## src/rtl/spi_shift_pkg.sv

```systemverilog
package spi_shift_pkg;
  typedef enum logic [1:0] {
    RATE_FAST  = 2'd0,
    RATE_MID   = 2'd1,
    RATE_SLOW  = 2'd2,
    RATE_TIMER = 2'd3
  } rate_e;
endpackage

```

## src/rtl/spi_half_tick.sv

```systemverilog
module spi_half_tick
  import spi_shift_pkg::*;
#(
  parameter int DIV_FAST = 4,
  parameter int DIV_MID  = 16,
  parameter int DIV_SLOW = 64
) (
  input  logic  clk,
  input  logic  rst_n,
  input  logic  run,
  input  rate_e rate,
  input  logic  timer_tick,
  output logic  half_tick
);
  localparam int HALF_FAST = DIV_FAST / 2;
  localparam int HALF_MID  = DIV_MID / 2;
  localparam int HALF_SLOW = DIV_SLOW / 2;
  localparam int CW        = $clog2(HALF_SLOW + 1);

  logic [CW-1:0] cnt;
  logic [CW-1:0] lim;

  always_comb begin
    case (rate)
      RATE_FAST: lim = CW'(HALF_FAST - 1);
      RATE_MID:  lim = CW'(HALF_MID - 1);
      RATE_SLOW: lim = CW'(HALF_SLOW - 1);
      default:   lim = '0;
    endcase
  end

  always_ff @(posedge clk or negedge rst_n) begin
    if (!rst_n)                          cnt <= '0;
    else if (!run || rate == RATE_TIMER) cnt <= '0;
    else if (cnt >= lim)                 cnt <= '0;
    else                                 cnt <= cnt + 1'b1;
  end

  assign half_tick = run && ((rate == RATE_TIMER) ? timer_tick : (cnt >= lim));
endmodule

```

## src/rtl/spi_bit_engine.sv

```systemverilog
module spi_bit_engine #(
  parameter int W = 8
) (
  input  logic         clk,
  input  logic         rst_n,
  input  logic         start,
  input  logic [W-1:0] tx_byte,
  input  logic         half_tick,
  input  logic         cpol,
  input  logic         cke,
  input  logic         smp,
  input  logic         sdi,
  output logic         busy,
  output logic         sck,
  output logic         sdo,
  output logic         done,
  output logic [W-1:0] rx_byte
);
  localparam int HALVES = 2 * W;
  localparam int PW     = $clog2(HALVES);

  logic [PW-1:0] ph;
  logic [W-1:0]  tx_sr;
  logic [W-1:0]  rx_sr;
  logic          act_q;
  logic          last;

  assign last = (ph == PW'(HALVES - 1));

  always_ff @(posedge clk or negedge rst_n) begin
    if (!rst_n) begin
      busy  <= 1'b0;
      ph    <= '0;
      tx_sr <= '0;
      rx_sr <= '0;
      act_q <= 1'b0;
    end else if (!busy) begin
      if (start) begin
        busy  <= 1'b1;
        ph    <= '0;
        tx_sr <= tx_byte;
        act_q <= ~cke;
      end
    end else if (half_tick) begin
      // even half ends mid-bit, odd half ends the bit
      if (ph[0] == smp) rx_sr <= {rx_sr[W-2:0], sdi};
      if (last) begin
        busy  <= 1'b0;
        act_q <= 1'b0;
      end else begin
        ph    <= ph + 1'b1;
        act_q <= ~act_q;
        if (ph[0]) tx_sr <= {tx_sr[W-2:0], 1'b0};
      end
    end
  end

  assign sck     = cpol ^ act_q;
  assign sdo     = tx_sr[W-1];
  assign done    = busy && half_tick && last;
  assign rx_byte = smp ? {rx_sr[W-2:0], sdi} : rx_sr;
endmodule

```

## src/rtl/spi_rx_post.sv

```systemverilog
module spi_rx_post #(
  parameter int W = 8
) (
  input  logic         clk,
  input  logic         rst_n,
  input  logic         done,
  input  logic [W-1:0] rx_byte,
  input  logic         rx_ready,
  input  logic         irq_clr,
  input  logic         ovf_clr,
  output logic         rx_valid,
  output logic [W-1:0] rx_data,
  output logic         irq,
  output logic         ovf
);
  logic taken;
  assign taken = rx_valid && rx_ready;

  always_ff @(posedge clk or negedge rst_n) begin
    if (!rst_n) begin
      rx_valid <= 1'b0;
      rx_data  <= '0;
      irq      <= 1'b0;
      ovf      <= 1'b0;
    end else begin
      if (done) begin
        if (rx_valid && !taken) begin
          ovf <= 1'b1;
        end else begin
          rx_data  <= rx_byte;
          rx_valid <= 1'b1;
        end
      end else if (taken) begin
        rx_valid <= 1'b0;
      end
      if (done && !(rx_valid && !taken)) begin
        // ovf already handled above
      end else if (ovf_clr && !(done && rx_valid && !taken)) begin
        ovf <= 1'b0;
      end
      if (done)         irq <= 1'b1;
      else if (irq_clr) irq <= 1'b0;
    end
  end
endmodule

```

## src/rtl/spi_shift_master.sv

```systemverilog
module spi_shift_master
  import spi_shift_pkg::*;
#(
  parameter int W        = 8,
  parameter int DIV_FAST = 4,
  parameter int DIV_MID  = 16,
  parameter int DIV_SLOW = 64
) (
  input  logic         clk,
  input  logic         rst_n,
  input  logic [1:0]   rate_sel,
  input  logic         cpol,
  input  logic         cke,
  input  logic         smp,
  input  logic         rx_only,
  input  logic         timer_tick,
  input  logic         tx_valid,
  input  logic [W-1:0] tx_data,
  output logic         tx_ready,
  output logic         rx_valid,
  output logic [W-1:0] rx_data,
  input  logic         rx_ready,
  input  logic         irq_clr,
  input  logic         wcol_clr,
  input  logic         ovf_clr,
  output logic         irq,
  output logic         wcol,
  output logic         ovf,
  output logic         sck,
  output logic         sdo,
  output logic         sdo_oe,
  input  logic         sdi
);
  logic         busy;
  logic         half_tick;
  logic         start;
  logic         done;
  logic [W-1:0] start_byte;
  logic [W-1:0] rx_byte;
  rate_e        rate;

  assign rate       = rate_e'(rate_sel);
  assign tx_ready   = ~busy;
  assign start      = (tx_valid || rx_only) && !busy;
  assign start_byte = tx_valid ? tx_data : '0;
  assign sdo_oe     = ~rx_only;

  always_ff @(posedge clk or negedge rst_n) begin
    if (!rst_n)                    wcol <= 1'b0;
    else if (tx_valid && busy)     wcol <= 1'b1;
    else if (wcol_clr)             wcol <= 1'b0;
  end

  spi_half_tick #(
    .DIV_FAST(DIV_FAST), .DIV_MID(DIV_MID), .DIV_SLOW(DIV_SLOW)
  ) u_tick (
    .clk(clk), .rst_n(rst_n), .run(busy), .rate(rate),
    .timer_tick(timer_tick), .half_tick(half_tick)
  );

  spi_bit_engine #(.W(W)) u_eng (
    .clk(clk), .rst_n(rst_n), .start(start), .tx_byte(start_byte),
    .half_tick(half_tick), .cpol(cpol), .cke(cke), .smp(smp), .sdi(sdi),
    .busy(busy), .sck(sck), .sdo(sdo), .done(done), .rx_byte(rx_byte)
  );

  spi_rx_post #(.W(W)) u_post (
    .clk(clk), .rst_n(rst_n), .done(done), .rx_byte(rx_byte),
    .rx_ready(rx_ready), .irq_clr(irq_clr), .ovf_clr(ovf_clr),
    .rx_valid(rx_valid), .rx_data(rx_data), .irq(irq), .ovf(ovf)
  );
endmodule

```

## config.mk

```make
export PLATFORM = sky130hd
export DESIGN_NAME = spi_shift_master
export DESIGN_NICKNAME = d
export VERILOG_FILES = /design/src/rtl/spi_shift_pkg.sv /design/src/rtl/spi_half_tick.sv /design/src/rtl/spi_bit_engine.sv /design/src/rtl/spi_rx_post.sv /design/src/rtl/spi_shift_master.sv
export SDC_FILE = /design/constraint.sdc
export NUM_CORES = 1
export LEC_CHECK = 0
export BUFFER_PORTS_ARGS = -buffer_cell sky130_fd_sc_hd__buf_2
export CAP_MARGIN = 20
export CORE_MARGIN = 10
export CORE_UTILIZATION = 52
export DETAILED_ROUTE_END_ITERATION = 10
export PLACE_DENSITY = 0.79
export SKIP_LAST_GASP = 1
export SYNTH_ARGS = -nofsm -noshare
export SYNTH_HDL_FRONTEND = slang
export SYNTH_SLANG_ARGS = --single-unit
```

## constraint.sdc

```tcl
create_clock -name clk -period 5.8 [get_ports clk]
set_input_delay 1.16 -clock clk [delete_from_list [all_inputs] [get_ports clk]]
set_output_delay 1.16 -clock clk [all_outputs]
set_load 0.05 [all_outputs]
```

==> metrics.md <==
| Metric | Value |
|---|---|
| Clk_lat worst skew | 0.30 ns |
| Net Count, Synth | 226 |
| Clock transition at the registers of the reported paths | 0.08 ns |
| Hold WS | 0.488 ns |
| Synth Flop Type | dfrtp_1 |
| Antenna Cells | 0 |
| Pleak | 1.16 nW |
| Vias in the first global route | approximately 1600 |
| Final hold violations | 0 |
| Die Wd | 83.1 um |
| Synth top cells by count | 40 x dfrtp_1, 29 x nand2_1, 24 x mux2_2 |
| CP endpoint kind | flip-flop |
| Post-synthesis sequential area ratio | 48.3% |
| Largest net degree at the start of global routing | 41 |
| Drt first pass iters | 4 |
| Fin worst setup slack | 2.65 ns |
| Fmax | 318 MHz |
| # IOs | 39 |
| GPL Wtd Cong | slightly above 0.8 |
| Setup violations, final | 0 |
| Post-route ant nets | 0 |
| Post-detailed-routing wire length | 4000 um |
| Die Y | 83.1 um |
| CTS max path bufs | 2 |
| Post-CTS Setup Bufs | 0 |
| Syn Inst Count | a little under 200 |
| CTS Hold Buffers Added | 0 |
| Core box area | 3740 sq um |
| Dpl hpwl | 3010 um |
| Max Cap Violations | 0 |
| WL met2 | between 1500 and 2000 um |
| Htree depth | 2 |
| Top Layer Used | met4 |
| Status | finished, final reports clean |
| Rel. slew slack | about 42% |
| Tightest Pin Transition | ~0.86 ns |
| Critical path type | input port to flip-flop |
| Crit share post-route | about 54% |
| Post-synth top area share | just under 50% |
| Starting DRT DRC Count | 73 |
| CP required | around 6 ns |
| Worst Skew | 0.00650 ns |
| Clk sinks | 40 |
| Share of post-route cells with drive strength above 1 | 30.9% |
| DRC viols | 0 |
| Drt via density | 5.41 |
| Cell Rows | 22 |
| Yosys reg bits | 40 |
| Nets | 264 |
| Initial Utilization | 55.3% |
| # port buffers | 38 |
| First-pass GRT wire length | ~7400 um |
| Die area | 6910 sq um |
| Syn Std Cell Area | 2070 sq um |
| Initial antenna violation count | 0 |
| DR WL met3 | 267 um |
| Pwr/cell area | about 480 nW/um^2 |
| Remaining Overflow, GRT | 0 |
| Cell variety after synth | 33 |
| Pre-CTS WS | between 2 and 2.5 ns |
| Met1 WL | ~1900 um |
| Setup_tns | 0 ns |
| RSZ-0062 raised after global routing | false |
| Hold WC Path Type | flip-flop to flip-flop |
| EDFF count, synth | 0 |
| CTS resizes | 0 |
| Final worst path period need | 3.15 ns |
| Maximum vdd drop | 354 uV |
| Crit path launch type | input port |
| CTS Buf Count | 5 |
| Top area cells in the synthesized netlist | dfrtp_1 48%, mux2_2 13%, ha_1 5.4% |
| Root Driver | clkbuf_8 |
| Slew Limit Fails | 0 |
| Most frequent cell after synthesis | dfrtp_1 |
| Area growth, synth to finish | 15.8% |
| Ys async rst share | 100% |
| Syn Area/Cell | 10.7 sq um |
| CTS tree | built |
| Gr usage total | 12.5% |
| WL per Instance | 14.2 um |
| Pwr Total | 1.15 mW |
| Cell accounting for the most synthesized area | dfrtp_1 |
| Vias | ~1500 |
| Crit path max fanout | 8 |
| Yosys Warn Count | 0 |
| Crit path DAT | 3.33 ns |
-- area by class of cell --
class,count,area (sq um)
clock buffers,5,68.8
repair buffers,38,190
multi-input cells,137,997
clock inverters,3,42.5
inverters,10,37.5
well taps,48,60.1
fillers,321,1350
flip-flops and latches,40,1000
-- layer usage --
layer	vias to the layer above	global-route usage, %
li1	756	-
met1	720	14.9
met3	5	4.59
met5	-	0
met2	38	19.6
met4	0	5.54
-- critical path, stage by stage --
cell	delay [ns]
buf_2	0.09
inv_1	0.04
ha_1	0.32
ha_1	0.29
a21oi_1	0.07
o221a_1	0.40
nor4_4	0.56
mux2_2	0.40
-- flip-flops by register name, indices dropped and copies added (netlist names), 4 cells and up --
signal and count:
u_eng.rx_sr 8, u_eng.ph 4, u_eng.tx_sr 8, u_tick.cnt 6
u_post.rx_data 8
-- per-stage QoR --
stage	util (%)	instances	area, sq um
2_1_floorplan	-	194	2070
3_3_place_gp	61.1	273	2290
3_5_place_dp	61.1	273	2290
4_1_cts	64.0	281	2400
5_1_grt	64.0	281	2400
6_report	64.0	281	2400
-- path summary, 6_finish.rpt --
kind | from | to | slack, ns | cells past startpoint
min in group asynchronous | rst_n | u_tick.cnt[5]$_DFF_PN0_ | 0.97 | 1
max | rate_sel[0] | u_eng.rx_sr[4]$_DFFE_PN0P_ | 2.65 | 8
min reg2reg | u_tick.cnt[0]$_DFF_PN0_ | u_tick.cnt[0]$_DFF_PN0_ | 0.49 | 1
min | u_tick.cnt[0]$_DFF_PN0_ | u_tick.cnt[0]$_DFF_PN0_ | 0.49 | 1
max in group asynchronous | rst_n | u_eng.busy$_DFF_PN0_ | 4.29 | 1
max reg2reg | u_tick.cnt[0]$_DFF_PN0_ | u_eng.rx_sr[4]$_DFFE_PN0P_ | 3.43 | 7
-- kinds of logic (layout without fill, tap and decap cells) --
group / count (synthesis) / count (layout) / share of synthesized area [%]
AOI/OAI and AO/OA: 22 / 22 / 6.77
xor gates and xnor gates: 6 / 6 / 2.54
adders and majority gates: 9 / 9 / 5.44
buffers and inverters: 17 / 56 / 3.50
DFF: 40 / 40 / 48.3
muxes: 33 / 33 / 17.4
and+or+nand+nor: 67 / 67 / 16.0
-- cell usage in the layout, fill, tap and decap left out --
cell,count
dfrtp_1,40
buf_2,38
nand2_1,29
mux2_2,24
nor2_1,11
o21ai_0,11
inv_1,9
nand3_1,9
mux2i_1,9
ha_1,9
clkbuf_8,5
nand2b_1,4
nor3_1,4
xor2_1,4
nand4_1,3
a21oi_1,2
xnor2_1,2
and3_1,2
o311ai_0,2
clkinv_1,1
o221a_1,1
o221ai_1,1
a21boi_0,1
a22oi_1,1
nor4_4,1
and2_1,1
o22ai_1,1
nor3_4,1
a41oi_1,1
nand4b_1,1
or4_1,1
o211ai_1,1
clkinv_2,1
bufinv_16,1
clkinvlp_4,1
-- report_power, final --
| group | leakage, nW | internal [mW] | total, mW | switching, mW |
|---|---|---|---|---|
| registers | 0.512 | 0.382 | 0.462 | 0.0798 |
| clock network | 0.0541 | 0.127 | 0.225 | 0.0976 |
| logic | 0.598 | 0.189 | 0.463 | 0.273 |
Power figures use the tool's default switching activity.
